### src/rtl/pe_pkg.sv
package pe_pkg;
  localparam int OPND_W  = 32;
  localparam int EXP_W   = 8;
  localparam int MANT_W  = 16;
  localparam int MFLD_W  = 33;
  localparam int RES_W   = 1 + EXP_W + MFLD_W;
  localparam int WORD_W  = 2 * OPND_W;

  typedef enum logic [1:0] {
    MS_IDLE = 2'd0,
    MS_PART = 2'd1,
    MS_SUM  = 2'd2
  } mul_state_e;
endpackage

### src/rtl/pe_quad_mult.sv
module pe_quad_mult
  import pe_pkg::*;
#(
  parameter int MW = MANT_W
) (
  input  logic          clk,
  input  logic          rst,
  input  logic          en,
  input  logic          start,
  input  logic [MW-1:0] a_in,
  input  logic [MW-1:0] b_in,
  output logic [2*MW-1:0] mant,
  output logic          fin
);
  localparam int H  = MW / 2;
  localparam int PW = 2 * H;
  localparam int TW = 3 * H;

  mul_state_e   st;
  logic [MW-1:0] a_q, b_q;
  logic [1:0]    step;
  logic [PW-1:0] pp [4];
  logic [H-1:0]  opa, opb;

  // quadrant selection: step 0 lo*lo, 1 Ahi*Blo, 2 Alo*Bhi, 3 hi*hi
  always_comb begin
    opa = step[0] ? a_q[MW-1:H] : a_q[H-1:0];
    opb = step[1] ? b_q[MW-1:H] : b_q[H-1:0];
  end

  logic [TW-1:0]   t_lo, t_hi;
  logic [2*MW-1:0] m_sum;
  always_comb begin
    t_hi  = ({{H{1'b0}}, pp[3]} << H) + {{H{1'b0}}, pp[2]};
    t_lo  = ({{H{1'b0}}, pp[1]} << H) + {{H{1'b0}}, pp[0]};
    m_sum = ({{H{1'b0}}, t_hi} << H) + {{H{1'b0}}, t_lo};
  end

  always_ff @(posedge clk) begin
    if (rst) begin
      st   <= MS_IDLE;
      a_q  <= '0;
      b_q  <= '0;
      step <= '0;
      mant <= '0;
      fin  <= 1'b0;
      for (int i = 0; i < 4; i++) pp[i] <= '0;
    end else if (en) begin
      if (start) begin
        a_q  <= a_in;
        b_q  <= b_in;
        step <= '0;
        fin  <= 1'b0;
        st   <= MS_PART;
      end else begin
        case (st)
          MS_PART: begin
            pp[step] <= opa * opb;
            step     <= step + 2'd1;
            if (step == 2'd3) st <= MS_SUM;
          end
          MS_SUM: begin
            mant <= m_sum;
            fin  <= 1'b1;
            st   <= MS_IDLE;
          end
          default: st <= MS_IDLE;
        endcase
      end
    end
  end

  // partial products are taken in strict sequence
  step_order_chk: assert property (@(posedge clk) disable iff (rst)
    (en && !start && st == MS_PART) |=> (step == $past(step) + 2'd1));
endmodule

### src/rtl/pe_repsub_div.sv
module pe_repsub_div
  import pe_pkg::*;
#(
  parameter int W = MANT_W
) (
  input  logic         clk,
  input  logic         rst,
  input  logic         en,
  input  logic         start,
  input  logic [W-1:0] dvd,
  input  logic [W-1:0] dvs,
  output logic [W-1:0] quot,
  output logic [W-1:0] rem,
  output logic         dz,
  output logic         fin
);
  logic [W-1:0] neg_q, dvs_q;
  logic         run;
  logic [W:0]   trial;
  logic         fits;

  always_comb begin
    trial = {1'b0, rem} + {1'b0, neg_q};
    fits  = trial[W];
  end

  always_ff @(posedge clk) begin
    if (rst) begin
      rem   <= '0;
      neg_q <= '0;
      dvs_q <= '0;
      quot  <= '0;
      dz    <= 1'b0;
      run   <= 1'b0;
      fin   <= 1'b0;
    end else if (en) begin
      if (start) begin
        rem   <= dvd;
        dvs_q <= dvs;
        neg_q <= ~dvs + 1'b1;
        if (dvs == '0) begin
          quot <= '1;
          dz   <= 1'b1;
          run  <= 1'b0;
          fin  <= 1'b1;
        end else begin
          quot <= '0;
          dz   <= 1'b0;
          run  <= 1'b1;
          fin  <= 1'b0;
        end
      end else if (run) begin
        if (fits) begin
          rem  <= trial[W-1:0];
          quot <= quot + 1'b1;
        end else begin
          run <= 1'b0;
          fin <= 1'b1;
        end
      end
    end
  end


  rem_below_div_chk: assert property (@(posedge clk) disable iff (rst)
    (fin && !dz) |-> (rem < dvs_q));
endmodule

### src/rtl/packed_arith_pe.sv
module packed_arith_pe
  import pe_pkg::*;
#(
  parameter int OW = OPND_W,
  parameter int EW = EXP_W,
  parameter int MW = MANT_W,
  parameter int FW = MFLD_W,
  localparam int RW = 1 + EW + FW,
  localparam int IW = 2 * OW
) (
  input  logic          clk,
  input  logic          rst,
  input  logic          en,
  input  logic          start,
  input  logic [IW-1:0] op_word,
  output logic [RW-1:0] res_word,
  output logic [MW-1:0] quot_out,
  output logic [MW-1:0] rem_out,
  output logic          div_zero,
  output logic          done
);
  logic [OW-1:0] opa, opb;
  assign opa = op_word[IW-1:OW];
  assign opb = op_word[OW-1:0];

  logic          sgn_in;
  logic [EW-1:0] exp_in;
  assign sgn_in = opa[OW-1] ^ opb[OW-1];
  assign exp_in = opa[OW-2 -: EW] + opb[OW-2 -: EW];

  logic unused_mant_hi;
  assign unused_mant_hi = ^{opa[OW-2-EW:MW], opb[OW-2-EW:MW]};

  logic [2*MW-1:0] m_val;
  logic            m_fin;
  logic [MW-1:0]   d_q, d_r;
  logic            d_z, d_fin;

  pe_quad_mult #(.MW(MW)) mult_u (
    .clk(clk), .rst(rst), .en(en), .start(start),
    .a_in(opa[MW-1:0]), .b_in(opb[MW-1:0]),
    .mant(m_val), .fin(m_fin)
  );

  pe_repsub_div #(.W(MW)) div_u (
    .clk(clk), .rst(rst), .en(en), .start(start),
    .dvd(opa[MW-1:0]), .dvs(opb[MW-1:0]),
    .quot(d_q), .rem(d_r), .dz(d_z), .fin(d_fin)
  );

  logic          busy, sgn_q;
  logic [EW-1:0] exp_q;
  logic          fire;
  assign fire = busy && m_fin && d_fin;

  always_ff @(posedge clk) begin
    if (rst) begin
      busy     <= 1'b0;
      sgn_q    <= 1'b0;
      exp_q    <= '0;
      res_word <= '0;
      quot_out <= '0;
      rem_out  <= '0;
      div_zero <= 1'b0;
      done     <= 1'b0;
    end else begin
      done <= 1'b0;
      if (en) begin
        if (start) begin
          busy  <= 1'b1;
          sgn_q <= sgn_in;
          exp_q <= exp_in;
        end else if (fire) begin
          busy     <= 1'b0;
          done     <= 1'b1;
          res_word <= {sgn_q, exp_q, {(FW-2*MW){1'b0}}, m_val};
          quot_out <= d_q;
          rem_out  <= d_r;
          div_zero <= d_z;
        end
      end
    end
  end


  done_pulse_chk: assert property (@(posedge clk) disable iff (rst)
    done |=> !done);


  out_hold_chk: assert property (@(posedge clk) disable iff (rst)
    !done |-> ($stable(res_word) && $stable(quot_out) && $stable(rem_out) && $stable(div_zero)));


  freeze_chk: assert property (@(posedge clk) disable iff (rst)
    !en |=> !done);


  early_done_chk: assert property (@(posedge clk) disable iff (rst)
    (en && start) |=> !done);


  mant_top_zero_chk: assert property (@(posedge clk) disable iff (rst)
    done |-> (res_word[FW-1] == 1'b0));
endmodule

### config.mk
export PLATFORM = sky130hd
export DESIGN_NAME = packed_arith_pe
export DESIGN_NICKNAME = d
export VERILOG_FILES = /design/src/rtl/pe_pkg.sv /design/src/rtl/pe_quad_mult.sv /design/src/rtl/pe_repsub_div.sv /design/src/rtl/packed_arith_pe.sv
export SDC_FILE = /design/constraint.sdc
export NUM_CORES = 1
export LEC_CHECK = 0
export ABC_AREA = 1
export BUFFER_PORTS_ARGS = -buffer_cell sky130_fd_sc_hd__buf_4
export CELL_PAD_IN_SITES_DETAIL_PLACEMENT = 0
export CELL_PAD_IN_SITES_GLOBAL_PLACEMENT = 1
export CORE_MARGIN = 2
export CORE_UTILIZATION = 45
export DETAILED_ROUTE_END_ITERATION = 10
export GPL_TIMING_DRIVEN = 1
export PLACE_DENSITY_LB_ADDON = 0.25
export SLEW_MARGIN = 20
export SYNTH_ARGS = -nofsm -noshare
export SYNTH_HDL_FRONTEND = slang
export SYNTH_SLANG_ARGS = --single-unit
### constraint.sdc
create_clock -name clk -period 5.9 [get_ports clk]
set_input_delay 0.59 -clock clk [delete_from_list [all_inputs] [get_ports clk]]
set_output_delay 0.59 -clock clk [all_outputs]
set_load 0.03 [all_outputs]
* Word level (Yosys, flattened, before mapping)
Memory sizes are Yosys's and may differ from the RTL's. Index checks and enable logic that the tools add are counted.
Storage, ports and cells: output and inout bits 76, logic and storage cells 95, bits in writable memories 64, input port bits 68, memories 1, register bits after elaboration 205
Operators by class: muxes and demuxes 37, $mul 1, bitwise logic cells 4, reductions and logical operators 19, equality and inequality tests 5, $add $sub $neg 8
Memories:
- mult_u.pp | words 4, width 16, rd ports 4, clocked after memory_dff 0, wr ports 4, RTL line pe_quad_mult.sv:22 | logic [PW-1:0] pp [4];
Operators with widths (count):
- $mux 16 | 8
- $add 24x16->24 | 2
- $add 16x1->16 const B | 2
- $add 32x24->32 | 1
- $mux 1 | 21
- $add 16x16->17 | 1
- $logic_not 16->1 | 1
- $mul 8x8->16 | 1
- $mux 8 | 2
- $not 16->16 | 1
- $reduce_or 16->1 | 1
- $mux 2 | 6
- $reduce_and 3->1 | 4
- $reduce_and 2->1 | 5
- $reduce_bool 2->1 | 5
- $add 8x8->8 | 1
- $eq 2x2->1 const B | 2
- $ne 3x2->1 const B | 1
- $reduce_or 3->1 | 1
- $add 2x1->2 const B | 1
- $eq 2x1->1 const B | 1
- $logic_and 1x1->1 | 2
- $ne 2x2->1 const B | 1
- $not 1->1 | 2
- $xor 1x1->1 | 1

* Longest topological paths before layout
Gate-level depths: netlist of the first run.
word-level depth 8, gate-level depth with buffers 24, depth with buffers taken out 24

* Hierarchy
A second synthesis of the first run with hierarchy kept.
Unflattened totals: cells, all modules 2187, area total of the unflattened synthesis 16354.4 um^2
By module, submodules not included:
- pe_quad_mult | cells an instance 1140, area an instance 9132.5 um^2, seq. area each 3303.2 um^2, instances 1
- pe_repsub_div | cells an instance 614, area an instance 3831.2 um^2, seq. area each 1021.0 um^2, instances 1
- packed_arith_pe | cells an instance 433, area an instance 3390.8 um^2, seq. area each 1701.6 um^2, instances 1

* Worst setup path before layout of the first run
No wires, ideal clock.
path kind register to register, from register mult_u.step[0], to memory mult_u.pp[0][12] in the netlist's numbering, data pin, setup time 0.257 ns, arrival 4.579 ns, period minus slack after synthesis 4.836 ns, data required time 5.643 ns, slack 1.064 ns, stages on the path, launching flop included 21, path buffers 2, cells stage by stage dfxtp_1 > clkbuf_1 > buf_2 > o21ai_1 > or2_2 > fa_1 > fa_1 > inv_1 > fa_1 > inv_1 > fa_1 > inv_1 > ha_1 > a21oi_1 > o21ai_0 > a21oi_1 > o21bai_1 > nor2_1 > nor2_1 > inv_1 > nor2_1
RTL lines:
- start, declared | RTL line pe_quad_mult.sv:21 | logic [1:0] step;
- start signal, assigned | RTL line pe_quad_mult.sv:59 | step <= step + 2'd1;
- end, declared | RTL line pe_quad_mult.sv:22

==> metrics list, run 1 <==
* Number of warnings printed during yosys synthesis: 0
* Highest achievable clock rate: 188 MHz
- For the worst-skew pair, the clock arrives at the later sink with an insertion delay of 580 ps.
- Die Footprint: 35900 um2
- The max-slew violation count is 0.
- At the pin with the least slew margin, the transition time is 1030 ps.
- Final min period: 5320 ps
- Synthesis produced 1995 cells.
* Site Rows: 67
* Share of post-route cells with drive strength above 1: 11.8%
* Clock transition time at the flip-flop clock pins of the worst setup and hold paths: 60 ps
* Main combinational cell family by area after synthesis: simple AND/OR/NAND/NOR gates
- Met3 track demand over resource in global routing: 2.67%
- Counting flops and latches in the post-synthesis netlist gives 268.
- Setup skew after layout: 18.1 ps
- Setup violations remaining at the end of the flow were counted as 0.
- Of the total synthesized cell area, the portion taken by full adders, half adders and majority gates is 12.9%.
* Async set-or-reset flop fraction in the synthesized netlist: 0%
* Grt peak-use layer: met2
* CTS Buf Count: 30
- After clock tree synthesis, the flow added hold-fix buffers numbering 0.
- Detailed-route wire length: 37900 um
* Mux share of post-synthesis cell area: 0.259%
* Power density normalized to cell area: 249 nW/um2
- Die Y-Extent: 189 um
- The number of gates resized after CTS was 0.
- Entering global routing, the biggest net connects 115 pins.
* GRT Overall Usage: 21.1%
- The layout has 3238 filler cells.
* Number of cells in the design after placement: 2516
- TritonCTS built the clock tree.
* Number of nets in the synthesized netlist: 2198
* Layout net count: 2303
* Fin Hold WS: 258 ps
- Antenna diodes: 0
* Seq/Total Area, Yosys: 38.8%
* Average vias per placed instance: 5.02
- Global routing used 35.6% of the available met2 tracks.
* I/O pin cnt: 144
- Antenna violations before repair: 0
* Routability cong.: 0.914
- Vias in the first global route: 12345
* Total power: 4.44 mW
- Average wire per standard cell: 14.8 um
* Number of enable-type register cells in the synthesized netlist: 64
* Worst slew margin: 31.0%
* Data arrival time at the worst-slack endpoint: 5740 ps
* IR Drop Worst-Case VDD: 256 uV
* Buffer depth of the longest clock path: 3
- Outcome: completed
* Setup repair after global routing missed its margin: false
* Setup CP Type: reg2reg
- Utilization of the core after routing: 52.8%
- MaxCap Viol Count: 0
- After detailed routing, the number of remaining DRC violations is 0.
* Commonest non-fill, non-tap cell in the layout: nor2_1
* Highest-count cells in the layout ignoring fill and taps: 321 x nor2_1, 275 x nand2_1, 274 x inv_1
- Area taken by flip-flops and latches: 6010 um2
* Count of cell types in the netlist: 60
* Mapped Area: 15500 um2
- The multi-input combinational cells in the finished layout cover a total of 8080 um2.
* Global-route met1 utilization: 28.8%
* Number of hold violations in the final report: 0
- The path class of the tightest hold or removal check is in2reg.
* Starting density of the core: 45.9%
- The final critical path takes up 90.2% of the cycle.
- CP Capture Type: flip-flop
* Wire length of the first global-routing pass: 62400 um
- Simple logic cell fraction of the synthesized area: 21.0%
- Setup fix buffers added after clock tree synthesis: 0
- Summing the areas of all compound-gate instances in the mapped netlist gives 14.9% of the synthesized area.
- Die X: 189 um
- Clock sink count: 268
* Worst path required time: 6310 ps
- Synth-to-layout area growth: 15.1%
* Filler-free cell count of the finished design: 2570
* GR Overflow Total: 0
- The worst setup path is launched from a flip-flop.
* Synthesized area per cell: 7.75 um2
- After routing, the total negative slack on setup checks comes to 0 ps.
* Number of routed nets with antenna violations: 0
- The tree is rooted in a clkbuf_16.
- In this run the static leakage power is 8.08 nW.
* Initial DRC Count: 641
* H-tree depth: 1
- # port buffers: 128
- Across all layers, the routed design uses 12898 vias.
- Post-DP HPWL: 28600 um
- Dominant register cell in the synthesized netlist: dfxtp_1
- Worst-path maximum fanout: 19
- Number of detailed-routing iterations run before antenna repair: 6
- The core region is 33700 um2.
- Synthesized-area fraction occupied by xor and xnor cells: 3.11%
[logic make-up (layout without fill, tap and decap cells)]
family	after synthesis	count (layout)
flops	268	268
compound gates	423	423
simple gates	761	761
xor+xnor	55	55
fa+ha+maj	135	135
mux	4	4
buf+inv	348	475
other cells	1	1
[power by group]
| group | leakage, nW | internal (mW) | switching (mW) | total (mW) |
|---|---|---|---|---|
| logic | 5.25 | 0.181 | 0.330 | 0.511 |
| clock network | 0.517 | 1.18 | 0.783 | 1.96 |
| registers | 2.32 | 1.93 | 0.0340 | 1.96 |
| total | 8.08 | 3.29 | 1.15 | 4.44 |
[final cells by class]
type | instances | area share, %
timing repair buffer | 140 | 5.90
inverter | 281 | 5.96
sequential | 268 | 33.7
clock inverter | 16 | 1.26
multi-input combinational | 1379 | 45.3
tap | 448 | 3.15
clock buffer | 38 | 4.66
[Yosys cell counts, types with 28 or more instances]
library cell	number	area, um2
a21oi_1	145	726
clkbuf_1	34	128
dfxtp_1	204	4080
edfxtp_1	64	1920
fa_1	41	821
ha_1	94	1180
inv_1	274	1030
nand2_1	275	1030
nand3_1	69	345
nor2_1	321	1200
nor3_1	28	140
o21ai_0	185	926
xor2_1	36	315
[worst max-delay path, stage by stage (launching register included)]
cell and delay, ps:
dfxtp_1 710, o21ai_1 330, or2_2 390, fa_1 520, fa_1 550, inv_1 60
fa_1 530, inv_1 50, fa_1 520, inv_1 40, ha_1 360, a21oi_1 170
o21ai_0 120, a21oi_1 240, o21bai_1 120, nand2_1 70, nand2_1 40, nor2_1 160
inv_1 100, nor2_1 100
[worst paths after layout]
path | slack, ps | cells past startpoint | to | from
worst min register to register | 450 | 2 | res_word[37] | exp_q[4]
worst max register to register | 580 | 19 | mult_u.pp[2][12] | mult_u.step[0]
worst min-delay path | 260 | 2 | mult_u.a_q[1] | op_word[33]
worst max-delay path | 580 | 19 | mult_u.pp[2][12] | mult_u.step[0]
[flip-flops by register name (all words and copies together) (netlist names)]
| signal | cells |
|---|---|
| div_u.neg_q | 15 |
| div_u.quot | 16 |
| exp_q | 8 |
| div_u.dz | 1 |
| mult_u.b_q | 16 |
| div_zero | 1 |
| sgn_q | 1 |
| res_word | 41 |
| quot_out | 16 |
| mult_u.step | 2 |
| div_u.run | 1 |
| div_u.rem | 16 |
| div_u.fin | 1 |
| mult_u.a_q | 16 |
| rem_out | 16 |
| mult_u.st | 2 |
| mult_u.fin | 1 |
| busy | 1 |
| mult_u.mant | 32 |
| mult_u.pp | 64 |
| done | 1 |
[per-layer routing]
metal	routed length, um	vias to the layer above
li1	-	6727
met5	0	-
met2	17400	260
met3	1770	55
met1	17900	5856
met4	838	0
[metrics by stage]
| step | setup WS (ps) | cell area (um2) |
|---|---|---|
| floorplan | 1060 | 15500 |
| global placement | 731 | 16800 |
| detailed placement | 621 | 16800 |
| CTS | 599 | 17800 |
| global route | 167 | 17800 |
| finish | 576 | 17800 |
Note: power is estimated with default switching activity, not from simulation.
==> run 2: changes to the inputs <==
--- a/config.mk
+++ b/config.mk
@@ -10,7 +10,7 @@
 export CELL_PAD_IN_SITES_DETAIL_PLACEMENT = 0
 export CELL_PAD_IN_SITES_GLOBAL_PLACEMENT = 1
 export CORE_MARGIN = 2
-export CORE_UTILIZATION = 45
+export CORE_UTILIZATION = 48
 export DETAILED_ROUTE_END_ITERATION = 10
 export GPL_TIMING_DRIVEN = 1
 export PLACE_DENSITY_LB_ADDON = 0.25
==> constraint.sdc (replaced) <==
create_clock -name clk -period 6.8 [get_ports clk]
set_input_delay 0.68 -clock clk [delete_from_list [all_inputs] [get_ports clk]]
set_output_delay 0.68 -clock clk [all_outputs]
set_load 0.03 [all_outputs]
==> metrics list, run 2 (same netlist as run 1, synthesis figures left out) <==
- Outcome: completed
- The final layout contains routed wiring with a total length of 37400 um.
- The die is 184 um wide.
- Post-cts repair resize count: 0
- Core region area: 31600 um2
* CTS Buf Count: 30
- Setup total negative slack on the finished layout was measured at 0 ps.
- Average vias per placed instance: 5.12
* Vias in the first global route: 12004
* I/O pin cnt: 144
- STA classifies the critical path startpoint as a flip-flop.
- Starting density of the core: 48.9%
- Root Buffer: clkbuf_16
- On the final layout, the worst hold slack is 348 ps.
* Antenna diodes: 0
- From synthesis to final layout, the design area changed by 14.5%.
- Post-route clock period utilization: 83.9%
* Pin slew with the least headroom to its limit: 943 ps
* Data arrival time at the worst-slack endpoint: 6010 ps
- Power density normalized to cell area: 216 nW/um2
- Entering global routing, the biggest net connects 111 pins.
* Antenna violations before repair: 0
* Number of hold violations in the final report: 0
* Wire length of the first global-routing pass: 60700 um
* Final min period: 5710 ps
* Hold Crit Depth: 2
- On the worst path, the slowest cell contributes a delay of 750 ps.
- Based on the critical path, the design can be clocked at up to 175 MHz.
- STA classifies the critical path endpoint as a flip-flop.
- Setup repair after global routing missed its margin: false
* Utilization of the core after routing: 56.0%
* # port buffers: 128
- Worst slew margin: 36.7%
- After filler insertion, the fill cell instance count of the layout stands at 3023.
* Pleak: 8.04 nW
- Traced cell by cell, the critical path runs through inv_1 -> or2_2 -> o21ai_1 -> or2_2 -> fa_1 -> fa_1 -> inv_1 -> fa_1 -> inv_1 -> fa_1 -> inv_1 -> ha_1 -> nand2_1 -> nor2_1 -> nand3_1 -> o2111ai_1 -> xor2_1 -> nor2_1.
- After clock tree synthesis, the clock-pin slew on the worst setup and hold paths is 70 ps.
- Type of the most critical hold path: in2reg
- Across all layers, the routed design uses 12901 vias.
- Commonest non-fill, non-tap cell in the layout: nor2_1
- In the final layout, the registers with the most flip-flops are mult_u.pp: 64 flops, res_word: 41 flops, mult_u.mant: 32 flops.
* Initial DRC Count: 770
- Setup skew after layout: 23.9 ps
- At the later pin of the worst-skew pair, clock insertion delay measures 580 ps.
- Share of post-route cells with drive strength above 1: 11.8%
* Clock sink count: 268
- The congestion estimate from routability-driven global placement came to 0.900.
* Hold bufs inserted after CTS: 0
- CTS tree: yes
- IR Drop Worst-Case VDD: 208 uV
* Number of routed nets with antenna violations: 0
- Number of detailed-routing iterations run before antenna repair: 5
- The clock passes through at most 3 buffers.
- STA puts the critical path data required time at 7100 ps.
* Setup fix buffers added after clock tree synthesis: 0
* Site Rows: 65
- Average wire per standard cell: 14.8 um
- Setup violators final: 0
- Post-DP HPWL: 28000 um
- In the layout the commonest cells are 321 x nor2_1, 275 x nand2_1, 273 x inv_1.
- For this run, design rule violations remaining after detail routing come to 0.
- Slew Limit Fails: 0
- MaxCap Viol Count: 0
- Counting flops per register, the top entry is mult_u.pp.
- The critical path in this run is classified as reg2reg.
* Number of cell instances on the worst register-to-register path: 18
- The floorplan step defined a die boundary enclosing 33700 um2.
- In this run the worst path has a maximum fanout of 13.
- GR Overflow Total: 0
* Layout net count: 2297
* Die Y-Extent: 184 um
- The register with the most flip-flops in the layout has 64 of them.
- GRT Overall Usage: 22.0%
- CTS built an H-tree with a depth of 1.
- The slowest stage of the critical path is the dfxtp_1 cell.
run 2: power breakdown:
group / internal, mW / switching, mW
Combinational: 0.156 / 0.285
Clock: 0.994 / 0.690
Sequential: 1.67 / 0.0294
Total: 2.82 / 1.00
run 2: final timing paths:
path	start	to	slack (ps)
max	mult_u.step[1]	mult_u.pp[0][15]	1090
min	op_word[33]	mult_u.a_q[1]	350
max reg2reg	mult_u.step[1]	mult_u.pp[0][15]	1090
min reg2reg	mult_u.mant[14]	res_word[14]	450
run 2: layout make-up:
| type | instances | area, um2 | share of cell area, % |
|---|---|---|---|
| Clock inverter | 23 | 273 | 1.54 |
| Multi-Input combinational cell | 1379 | 8080 | 45.6 |
| Timing Repair Buffer | 134 | 1010 | 5.68 |
| Inverter | 281 | 1060 | 6.00 |
| Clock buffer | 33 | 782 | 4.42 |
| Sequential cell | 268 | 6010 | 33.9 |
| Tap cell | 402 | 503 | 2.84 |
run 2: routing by layer:
| metal | routed length (um) | global-route usage [%] | part of all wire [%] |
|---|---|---|---|
| met1 | 17600 | 30.6 | 47 |
| met2 | 17300 | 36.5 | 46 |
| met3 | 1680 | 2.32 | 4.5 |
| met4 | 827 | 5.98 | 2.2 |
| met5 | 0 | 0 | 0 |
run 2: worst max-delay path: cells and delay by family (launching register included):
family	cells	cell delay, ps
fa+ha+maj	5	2430
xor+xnor	1	380
compound gates	2	450
simple gates	6	1000
buf+inv	4	410
flops	1	750
run 2: stage by stage:
stage	instances	cell area [um2]	setup slack, ps	total power, mW
after floorplan	1995	15500	1960	2.05
after global placement	2464	16700	1290	2.17
after detailed placement	2464	16700	1150	2.18
after CTS	2520	17700	1110	3.86
after global routing	2520	17700	681	3.99
final	2520	17700	1090	3.83
==> run 3: changes to the inputs <==
--- a/config.mk
+++ b/config.mk
@@ -5,12 +5,12 @@
 export SDC_FILE = /design/constraint.sdc
 export NUM_CORES = 1
 export LEC_CHECK = 0
-export ABC_AREA = 1
+export ABC_AREA = 0
 export BUFFER_PORTS_ARGS = -buffer_cell sky130_fd_sc_hd__buf_4
 export CELL_PAD_IN_SITES_DETAIL_PLACEMENT = 0
 export CELL_PAD_IN_SITES_GLOBAL_PLACEMENT = 1
 export CORE_MARGIN = 2
-export CORE_UTILIZATION = 48
+export CORE_UTILIZATION = 41
 export DETAILED_ROUTE_END_ITERATION = 10
 export GPL_TIMING_DRIVEN = 1
 export PLACE_DENSITY_LB_ADDON = 0.25
==> constraint.sdc (replaced) <==
create_clock -name clk -period 5.05 [get_ports clk]
set_input_delay 0.505 -clock clk [delete_from_list [all_inputs] [get_ports clk]]
set_output_delay 0.505 -clock clk [all_outputs]
set_load 0.03 [all_outputs]
==> metrics list, run 3 <==
- Across all hold checks on the routed design, the worst slack comes to 241 ps.
* Detailed-route wire length: 36400 um
- Power density normalized to cell area: 292 nW/um2
* H-tree depth: 2
- Number of cells in the design after placement: 2330
- Pleak: 7.30 nW
* Outcome: completed
* Met3 track demand over resource in global routing: 2.68%
- Yosys top cell by area: dfxtp_1
- Of all flip-flops after synthesis, the portion carrying an async set or reset was 0%.
- Buffer depth of the longest clock path: 3
* Setup_tns: 0 ps
- Counting flops and latches in the post-synthesis netlist gives 268.
- Before antenna repair, the detailed router went through 5 iterations.
- Static timing analysis puts the maximum clock frequency at 205 MHz.
* Data arrival time at the worst-slack endpoint: 5260 ps
* Number of nets in the synthesized netlist: 1967
- The via count of the first global-routing pass is 11833.
- Final min period: 4880 ps
* # port buffers: 128
- The number of hold violations in the final report was 0.
- Hold Crit Depth: 3
- The routed layout has 12313 vias.
- Clock transition time at the flip-flop clock pins of the worst setup and hold paths: 60 ps
* Setup violators final: 0
- Most flop-heavy register: mult_u.pp
* Simple logic cell fraction of the synthesized area: 19.0%
* MaxCap Viol Count: 0
* Number of warnings printed during yosys synthesis: 0
* Largest net degree at the start of global routing: 124
- Post-DP HPWL: 26300 um
* Average vias per placed instance: 5.12
* Worst path required time: 5430 ps
* Critical path startpoint category: flip-flop
- In this run the tightest slew margin relative to its limit is 38.5%.
* Synth-to-layout area growth: 21.3%
- Measured against the total synthesized area, the mux share comes to 1.80%.
- Setup skew after layout: 11.2 ps
- Summed over all layers, the global routing overflow is 0.
- The most critical setup path has its startpoint at mult_u.step[0].
- Wire length of the first global-routing pass: 59900 um
- Gate Count Post-Synth: 1764
- Average wire per standard cell: 15.1 um
- Die Y-Extent: 195 um
- I/O pin cnt: 144
- Launch point of the worst reg-to-reg path: mult_u.step[0]
- Along the worst path, the maximum fanout reaches 7.
- Number of cell instances on the worst register-to-register path: 18
- In the final layout, the registers with the most flip-flops are mult_u.pp: 64 flops, res_word: 41 flops, mult_u.mant: 32 flops.
- Summing the areas of all compound-gate instances in the mapped netlist gives 16.8% of the synthesized area.
- After layout, the worst path uses 96.7% of the clock period.
- After global routing, the most crowded layer is met2.
* Post-synth top cells: 328 x nand2_1, 222 x a21oi_1, 204 x dfxtp_1
- The worst register-to-register path ends at mult_u.pp[1][13].
- Root Buffer: clkbuf_16
* Final-layout fill cell count: 3462
* Core region area: 36300 um2
- For this run, the number of standard cells in the final layout without fillers is 2404.
* CTS tree: yes
* Leading cell type by number of instances after synthesis: nand2_1
- Type of the most critical hold path: in2reg
- Total power: 5.31 mW
- Setup CP Type: reg2reg
- In the final layout, the share of cells above drive strength 1 is 16.7%.
* Main combinational cell family by area after synthesis: simple AND/OR/NAND/NOR gates
- Starting density of the core: 41.2%
- Global-route met1 utilization: 26.7%
- At the end of routability-driven placement, the weighted congestion stood at 0.896.
- After synthesis, the netlist uses 78 different library cells.
- Seq/Total Area, Yosys: 40.1%
* Clock latency of the later-clocked register in the worst-skew pair: 530 ps
* GRT Overall Usage: 19.2%
* Dominant register cell in the synthesized netlist: dfxtp_1
* Commonest non-fill, non-tap cell in the layout: nand2_1
- Row generation in the floorplan step produced 70 rows.
- Pin slew with the least headroom to its limit: 923 ps
- Across the VDD grid, the largest voltage drop is 232 uV.
* Die Footprint: 38100 um2
* Initial DRC Count: 623
- Number of routed nets with antenna violations: 0
- For this design, the CTS-stage hold fixing added 0 buffers.
- Synth area leaders: dfxtp_1 27%, edfxtp_1 13%, nand2_1 8.2%
- CP Capture Type: flip-flop
* Min-Delay Endpoint: mult_u.b_q[14]
* Adder and majority gate portion of the synthesized area: 13.3%
- The clock net in this run drives a total of 268 sinks.
- Synthesized area per cell: 8.50 um2
- Counting flops with a built-in enable in the synthesized netlist gives 64.
- DRC viols: 0
- Layout net count: 2113
- The startpoint identified for the worst hold timing path is op_word[14].
- Summing the areas of all xor and xnor instances in the mapped netlist gives 4.27% of the synthesized area.
- The library cells used most frequently in the layout, excluding fill and tap cells, are 327 x nand2_1, 221 x a21oi_1, 202 x dfxtp_1.
- After synthesis the cells add up to 15000 um2.
- Antenna violations before repair: 0
* R2R Setup Slk: 170 ps
- The register with the most flip-flops in the layout has 64 of them.
- The max-slew violation count was 0.
- Area share of the largest cell type after synthesis: 27.2%
* Fraction of met2 tracks used by global routing: 30.9%
- CTS Buf Count: 34
- Die X: 195 um
==> run 3: kinds of logic (layout without fill, tap and decap cells) <==
kind of cell	after synthesis	in the layout
other cells	1	2
flops	268	268
compound gates	415	415
mux	27	27
simple gates	665	665
xor+xnor	71	71
buf+inv	182	353
fa+ha+maj	135	135
==> run 3: layout make-up <==
type                       instances  area, um2  area share [%]
inverter                          99        375            2.06
multi-input combinational       1314       8570            47.1
tap                              468        586            3.22
antenna                            1       2.50          0.0138
clock buffer                      53       1080            5.94
sequential                       268       6010            33.1
timing repair buffer             193       1480            8.16
clock inverter                     8       86.3           0.475
==> run 3: report_power, final <==
part           leakage [nW]  internal, mW  switching, mW  total, mW
combinational          4.41         0.234          0.325      0.559
clock                 0.582          1.53          0.934       2.46
sequential             2.32          2.25         0.0398       2.29
==> run 3: through the flow <==
step | instance area, um2 | util (%) | setup slack [ps]
3_3_place_gp | 16700 | 45.9 | -84.6
5_1_grt | 18200 | 50.0 | -57.8
3_5_place_dp | 16700 | 45.9 | -118
4_1_cts | 17900 | 49.3 | 2.94
2_1_floorplan | 15000 | - | 21.2
6_report | 18200 | 50.1 | 166
==> run 3: timing repair <==
item,4_1_cts,5_1_grt
resized for setup,12,40
pin swaps,5,17
setup endpoints to repair,19,24
setup buffers,0,13
==> run 3: worst max path at each step <==
stage	end	slack, ps
after floorplan	mult_u.pp[1][14]	20
after global placement	mult_u.pp[1][12]	-80
after detailed placement	mult_u.pp[1][12]	-120
after CTS	mult_u.pp[1][13]	3
after global routing	mult_u.pp[0][15]	-60
final	mult_u.pp[1][13]	170
==> run 3: critical path: stages (launching register included) <==
cell and delay [ps]:
dfxtp_4 400, mux2i_4 220, buf_4 140, or2_4 240, fa_1 490, fa_1 550
inv_1 60, fa_1 530, inv_1 50, fa_1 490, inv_2 50, ha_4 290
inv_4 40, o21bai_4 140, a2111oi_4 100, o31a_1 370, xor2_2 200, or2_4 280
nor2_1 110
==> run 3: layer usage <==
metal	vias up	wire length [um]	part of all wire (%)
met5	-	0	0
met4	0	784	2.2
met3	47	1410	3.9
met2	216	16500	45
met1	5726	17700	49
li1	6324	-	-
